`config.mk`:
```
export PLATFORM = sky130hd
export DESIGN_NAME = spi_irq_ctrl
export DESIGN_NICKNAME = d
export VERILOG_FILES = /design/src/rtl/spi_irq_pkg.sv /design/src/rtl/spi_irq_enmap.sv /design/src/rtl/spi_irq_raw.sv /design/src/rtl/spi_irq_rdmux.sv /design/src/rtl/spi_irq_ctrl.sv
export SDC_FILE = /design/constraint.sdc
export NUM_CORES = 1
export LEC_CHECK = 0
export ABC_AREA = 0
export BUFFER_PORTS_ARGS = -buffer_cell sky130_fd_sc_hd__buf_2
export CORE_UTILIZATION = 34
export CTS_CLUSTER_DIAMETER = 80
export DETAILED_ROUTE_END_ITERATION = 16
export HOLD_SLACK_MARGIN = 0.15
export PLACE_DENSITY = 0.8
export SYNTH_ARGS = -nofsm -noshare
export SYNTH_HDL_FRONTEND = slang
export SYNTH_SLANG_ARGS = --single-unit
```
`constraint.sdc`:
```
create_clock -name clk_i -period 0.9 [get_ports clk_i]
set_input_delay 0.135 -clock clk_i [delete_from_list [all_inputs] [get_ports clk_i]]
set_output_delay 0.135 -clock clk_i [all_outputs]
set_load 0.01 [all_outputs]
```
`src/rtl/spi_irq_pkg.sv`:
```
package spi_irq_pkg;
    localparam int REG_W = 32;
    localparam int IDX_W = 4;
    localparam int NEVT  = 3;

    localparam logic [IDX_W-1:0] IDX_CTRL = 4'd0;
    localparam logic [IDX_W-1:0] IDX_STAT = 4'd2;
    localparam logic [IDX_W-1:0] IDX_CLR  = 4'd3;
    localparam logic [IDX_W-1:0] IDX_MASK = 4'd8;
    localparam logic [IDX_W-1:0] IDX_RAW  = 4'd9;

    // control-word position of the enable for event k (done, rxrdy, overflow)
    localparam int CTL_POS [NEVT] = '{5, 4, 6};
    localparam int CTL_SRST = 31;

    typedef logic [NEVT-1:0]  evt_vec_t;
    typedef logic [REG_W-1:0] word_t;

    typedef struct packed {
        evt_vec_t en;
        word_t    rd;
    } top_state_t;
endpackage

```
`src/rtl/spi_irq_enmap.sv`:
```
module spi_irq_enmap
    import spi_irq_pkg::*;
(
    input  word_t    ctrl_word_i,
    input  evt_vec_t en_i,
    output evt_vec_t en_o,
    output word_t    ctrl_view_o
);
    // gather enables from control layout and scatter them back for readback
    always_comb begin
        ctrl_view_o = '0;
        for (int k = 0; k < NEVT; k++) begin
            ctrl_view_o[CTL_POS[k]] = en_i[k];
        end
    end

    for (genvar k = 0; k < NEVT; k++) begin : g_gather
        assign en_o[k] = ctrl_word_i[CTL_POS[k]];
    end
endmodule

```
`src/rtl/spi_irq_raw.sv`:
```
module spi_irq_raw
    import spi_irq_pkg::*;
(
    input  logic     clk_i,
    input  logic     rst_ni,
    input  logic     srst_i,
    input  evt_vec_t set_i,
    input  evt_vec_t clr_i,
    output evt_vec_t raw_o
);
    evt_vec_t raw_d, raw_q;

    always_comb begin
        if (srst_i) begin
            raw_d = '0;
        end else begin
            raw_d = (raw_q & ~clr_i) | set_i;
        end
    end

    always_ff @(posedge clk_i or negedge rst_ni) begin
        if (!rst_ni) raw_q <= '0;
        else         raw_q <= raw_d;
    end

    assign raw_o = raw_q;

    AST_SET_LANDS: assert property (@(posedge clk_i) disable iff (!rst_ni)
        (!srst_i && set_i != '0) |=> ((raw_q & $past(set_i)) == $past(set_i)));
    AST_CLR_LANDS: assert property (@(posedge clk_i) disable iff (!rst_ni)
        ((clr_i & ~set_i) != '0) |=> ((raw_q & $past(clr_i & ~set_i)) == '0));
    AST_RAW_HOLD: assert property (@(posedge clk_i) disable iff (!rst_ni)
        (!srst_i && set_i == '0 && clr_i == '0) |=> $stable(raw_q));
endmodule

```
`src/rtl/spi_irq_rdmux.sv`:
```
module spi_irq_rdmux
    import spi_irq_pkg::*;
(
    input  logic [IDX_W-1:0] idx_i,
    input  word_t            ctrl_view_i,
    input  evt_vec_t         raw_i,
    input  evt_vec_t         masked_i,
    output word_t            word_o
);
    always_comb begin
        word_o = '0;
        unique case (idx_i)
            IDX_CTRL: word_o = ctrl_view_i;
            IDX_MASK: word_o[NEVT-1:0] = masked_i;
            IDX_RAW:  word_o[NEVT-1:0] = raw_i;
            default:  word_o = '0;
        endcase
    end
endmodule

```
`src/rtl/spi_irq_ctrl.sv`:
```
module spi_irq_ctrl
    import spi_irq_pkg::*;
(
    input  logic             clk_i,
    input  logic             rst_ni,
    input  logic [NEVT-1:0]  evt_i,
    input  logic             wr_en_i,
    input  logic [IDX_W-1:0] wr_idx_i,
    input  logic [REG_W-1:0] wr_data_i,
    input  logic             rd_en_i,
    input  logic [IDX_W-1:0] rd_idx_i,
    output logic [REG_W-1:0] rd_data_o,
    output logic             irq_o
);
    top_state_t st_d, st_q;
    evt_vec_t   en_from_wr, raw, masked, clr_vec;
    word_t      ctrl_view, rd_word;
    logic       ctrl_wr, srst;

    assign ctrl_wr = wr_en_i && (wr_idx_i == IDX_CTRL);
    assign srst    = ctrl_wr && wr_data_i[CTL_SRST];
    assign clr_vec = (wr_en_i && wr_idx_i == IDX_CLR) ? wr_data_i[NEVT-1:0] : '0;

    spi_irq_enmap u_enmap (
        .ctrl_word_i (wr_data_i),
        .en_i        (st_q.en),
        .en_o        (en_from_wr),
        .ctrl_view_o (ctrl_view)
    );

    spi_irq_raw u_raw (
        .clk_i  (clk_i),
        .rst_ni (rst_ni),
        .srst_i (srst),
        .set_i  (evt_i),
        .clr_i  (clr_vec),
        .raw_o  (raw)
    );

    assign masked = raw & st_q.en;

    spi_irq_rdmux u_rdmux (
        .idx_i       (rd_idx_i),
        .ctrl_view_i (ctrl_view),
        .raw_i       (raw),
        .masked_i    (masked),
        .word_o      (rd_word)
    );

    always_comb begin
        st_d = st_q;
        if (srst) begin
            st_d.en = '0;
        end else if (ctrl_wr) begin
            st_d.en = en_from_wr;
        end
        if (rd_en_i) begin
            st_d.rd = rd_word;
        end
    end

    always_ff @(posedge clk_i or negedge rst_ni) begin
        if (!rst_ni) st_q <= '0;
        else         st_q <= st_d;
    end

    assign rd_data_o = st_q.rd;
    assign irq_o     = |masked;

    AST_SRST_CLEARS: assert property (@(posedge clk_i) disable iff (!rst_ni)
        srst |=> (raw == '0 && st_q.en == '0 && !irq_o));
    AST_IRQ_NEEDS_EN: assert property (@(posedge clk_i) disable iff (!rst_ni)
        irq_o |-> (st_q.en != '0 && raw != '0));
    AST_RD_HOLD: assert property (@(posedge clk_i) disable iff (!rst_ni)
        !rd_en_i |=> $stable(rd_data_o));
    AST_RO_WRITE: assert property (@(posedge clk_i) disable iff (!rst_ni)
        (wr_en_i && (wr_idx_i == IDX_STAT || wr_idx_i == IDX_MASK || wr_idx_i == IDX_RAW)
         && evt_i == '0) |=> ($stable(st_q.en) && $stable(raw)));
endmodule

```
=== Yosys cells after proc, flatten, opt, wreduce, memory -nomap -nowiden ===
Cells that the tools add are included.

* Register bits: 38
* Logic and storage cells: 23

* Equal/unequal tests: 3
* Mux-type cells: 6
* Bitwise gates (word level): 4
* Reductions and logical operators: 7

{| class="wikitable"
|+ Operators by type and width
! operator !! number
|-
| 2-to-1 mux 3 bit || 4
|-
| equality test 4 bit (second input constant) || 2
|-
| logical NOT 4 bit || 2
|-
| bitwise AND 3 bit || 2
|-
| case mux 3 bit (2 select lines) || 1
|-
| equality test 4 x 2 -> 1 bit (second input constant) || 1
|-
| 2-to-1 mux 4 bit || 1
|-
| logical AND 1 bit || 3
|-
| inverter 3 bit || 1
|-
| OR 3 bit || 1
|-
| OR reduction 3 bit || 1
|-
| nonzero test 2 bit || 1
|}

=== Logic depth before layout (Yosys ltp) ===
* Word-level depth: 7
* Mapped depth: 3

=== By module ===
A second synthesis with hierarchy kept.

* Cell total of the unflattened synthesis: 215
* Area, all modules: 2373.5 um^2

{| class="wikitable"
|+ By module, submodules not included
! module !! times used !! cells each !! area each (um^2)
|-
| spi_irq_ctrl || 1 || 123 || 1640.3
|-
| spi_irq_rdmux || 1 || 44 || 346.6
|-
| spi_irq_enmap || 1 || 36 || 266.5
|-
| spi_irq_raw || 1 || 12 || 120.1
|}

=== Worst setup path after synthesis ===
Ideal clock, no wire load.

* Kind: input to register
* Start: input port wr_idx_i[3]
* End: register st_q[32] (netlist bit)
* Data arrival time: 1.185 ns
* Slack: -0.410 ns
* Cell stages on the path: 3
* Path through: or3b_4 > or3_4 > mux2_4

* Longest elaborated chain between the ends: 4

{| class="wikitable"
|+ RTL lines
! element !! RTL line !! RTL
|-
| start: declaration || spi_irq_ctrl.sv:8 || <nowiki>input logic [IDX_W-1:0] wr_idx_i,</nowiki>
|-
| logical NOT 4 bit * || spi_irq_ctrl.sv:20 || <nowiki>assign ctrl_wr = wr_en_i && (wr_idx_i == IDX_CTRL);</nowiki>
|-
| logical AND 1 bit * || spi_irq_ctrl.sv:20 ||
|-
| logical AND 1 bit || spi_irq_ctrl.sv:21 || <nowiki>assign srst = ctrl_wr && wr_data_i[CTL_SRST];</nowiki>
|-
| 2-to-1 mux 3 bit or nonzero test 2 bit (tied branches) || n/a ||
|-
| end signal: assignment || spi_irq_ctrl.sv:64 || <nowiki>else st_q <= st_d;</nowiki>
|-
| end: declaration || spi_irq_ctrl.sv:15 || <nowiki>top_state_t st_d, st_q;</nowiki>
|}

Every way passes the cells marked *; elsewhere a longest branch is shown, timed or not.
A chain may end at the register's enable or synchronous reset.

=== Worst setup path in the final report ===
* Start: register st_q[34] (netlist bit)
* End: output port irq_o

* Longest elaborated chain between the ends: 2

{| class="wikitable"
|+ RTL lines
! element !! RTL line !! RTL
|-
| bitwise AND 3 bit || spi_irq_ctrl.sv:40 || <nowiki>assign masked = raw & st_q.en;</nowiki>
|-
| OR reduction 3 bit || spi_irq_ctrl.sv:68 || <nowiki>assign irq_o = |masked;</nowiki>
|-
| end: declaration || spi_irq_ctrl.sv:13 || <nowiki>output logic irq_o</nowiki>
|}

No other way between the ends.

==> flow_summary.yaml <==
logic_synthesis:
  syn-cell-area_um2: 766
  yosysUniqueCellTypes: 18
  synth_cells: 78
  ys_ff_latch: 12
  ys_seq_area_share_pct: 39.2
  yosys_warnings: 0
  syn_area_per_cell_um2: 9.82
clock_network:
  cts-root-buf: "clkbuf_4"
  clk_latency_ns: 0.26
  clk_pin_slew_ns: 0.07
  cts_buffers: 3
  cts.htree.levels: 1
  clockBufferDepth: 2
  cts.sinks: 12
  cts_tree: "yes"
job:
  maxCapViolCount: 0
cells_and_area:
  drive_gt1_share_pct: 48.1
  layout_commonest_cell: "buf_2"
  final_cell_mix: "buf_2 (27), conb_1 (26), buf_4 (13)"
  nNetsFinal: 180
  fillers: 216
  syn_to_final_growth_pct: 47.7
  antennaDiodeCount: 0
  multiInputGateArea_um2: 395
  regArea_um2: 300
global_route:
  use_met2_pct: 28.1
  grt.overflow.total: 0
  gr-usage-all-layers_pct: 15.0
  grt_pass1_wl_um: 2700
  first_global_vias: 647
  grtUsageMet1_pct: 16.1
  grtUsageMet3_pct: 3.70
  grt.busiest_layer: "met2"
  antenna_found_initial: 0
  grt_max_degree: 13
power:
  power_density_mw_per_mm2: 1140
  power_w: 0.00129
  p_leak_nw: 0.600
  max-vdd-ir-drop_uv: 532
drt:
  dr.pass1.iters: 4
  post-route-drc-count: 0
  wl_per_cell_um: 10.7
  routed_wl_um: 1690
  vias: 671
  drtIter0Drc: 5
  antenna_left: 0
  via_per_inst: 4.25
outcome:
  status: "complete, but fails checks"
  violations: "setup timing"
sta:
  finClkSkew_ns: 0.00512
  setup_viol: 13
  rsz0062_at_grt: "true"
  finalMaxSlewViolations: 0
  hold_viol: 0
  setup_slack_ns: -0.427
  finalCritPeriodShare_pct: 147
  maxClockFrequency_ghz: 0.754
  layout_min_cycle_time_ns: 1.33
worst_setup_path:
  arrival_ns: 1.19
  timing_worst_setup_path_type: "reg2out"
  cp_max_fo: 2
  start_kind: "register"
  crit_required_ns: 0.76
  endpoint_kind: "output port"
floorplan:
  floorplan.rows: 16
  die_width_um: 49.5
  io_pins: 80
  initial_utilization_pct: 37.5
  die_area_mm2: 0.00245
  die_h_um: 49.5
  core_area_mm2: 0.00204
hold_path:
  hold_class: "in2reg"
placed_design:
  numPortBuffers: 28
  place.gp.congestion: 0.730
  post-dp-hpwl_um: 1230
  dp_slack_ns: -0.518
[stage by stage]
stage / cell area (µm²) / utilization [%] / cells / setup TNS, ns / hold WS, ns
after floorplan: 871 / - / 103 / -2.20 / -0.161
after global placement: 932 / 45.6 / 143 / -3.61 / 0.0110
after detailed placement: 932 / 45.6 / 143 / -3.85 / 0.0215
after CTS: 1100 / 53.8 / 157 / -1.63 / 0.174
after global routing: 1130 / 55.4 / 158 / -1.92 / 0.203
final: 1130 / 55.4 / 158 / -1.44 / 0.193
[cell families after synthesis]
kind of cell	synth area share, %
other	0.490
multiplexers	5.88
flip-flops	39.2
AO/OA/AOI/OAI	14.1
buffers and inverters	29.4
AND/OR/NAND/NOR	10.9
[power by group]
| part | internal (W) | switching [W] |
|---|---|---|
| registers | 0.000575 | 0.0000236 |
| clock network | 0.000154 | 0.000147 |
| logic | 0.000204 | 0.000191 |
| total | 0.000933 | 0.000362 |
[final cells by class]
class / instances / area share (%)
sequential: 12 / 26.5
tap: 27 / 2.99
inverter: 8 / 2.65
clock buffer: 3 / 1.99
multi-input combinational: 57 / 35.0
timing repair buffer: 51 / 30.9
[flip-flops by register name, summed over array words and instances, names as in the netlist]
register     cells
u_raw.raw_o      3
st_q             3
rd_data_o        6
[metal layers]
| layer | share of wire [%] | vias to the layer above | wire length, µm |
|---|---|---|---|
| met5 | 0 | - | 0 |
| met3 | 9.2 | 0 | 156 |
| li1 | - | 323 | - |
| met1 | 38 | 308 | 640 |
| met4 | 0 | 0 | 0 |
| met2 | 53 | 40 | 892 |
[worst max-delay path, cell delays in order, from the launching register on]
cell,delay [ns]
dfrtp_1,0.40
a222oi_1,0.30
inv_1,0.09
buf_2,0.15
[path summary, 6_finish.rpt]
path,startpoint,end,slack [ns],cells past startpoint
max reg2reg,st_q[34],rd_data_o[2],-0.02,3
max,st_q[34],irq_o,-0.43,3
min reg2reg,rd_data_o[2],rd_data_o[2],0.52,2
min in group asynchronous,rst_ni,rd_data_o[6],0.27,2
min,rd_idx_i[1],rd_data_o[1],0.19,4
max in group asynchronous,rst_ni,rd_data_o[1],0.41,2
[synth_stat cells (all sizes together)]
cell | number | area, µm²
nor4b | 1 | 8.76
o21ai | 6 | 30.0
mux2 | 3 | 45.0
dfrtp | 12 | 300
nor3b | 1 | 7.51
conb | 1 | 3.75
inv | 8 | 30.0
nand3 | 3 | 15.0
nor2b | 3 | 18.8
or3 | 1 | 11.3
a21oi | 3 | 15.0
or4 | 1 | 7.51
a22o | 3 | 26.3
or3b | 1 | 11.3
buf | 26 | 195
nor2 | 1 | 3.75
o2111ai | 3 | 26.3
a222oi | 1 | 10.0
[repair_timing]
item / 4_1_cts / 5_1_grt
endpoints found under the setup margin: 16 / 16
hold endpoints to repair: 17 / 0
pin swaps: 1 / 2
hold buffers: 6 / 0
buffers inserted: 5 / 1
resized for setup: 12 / 8
Power figures use the tool's default switching activity.
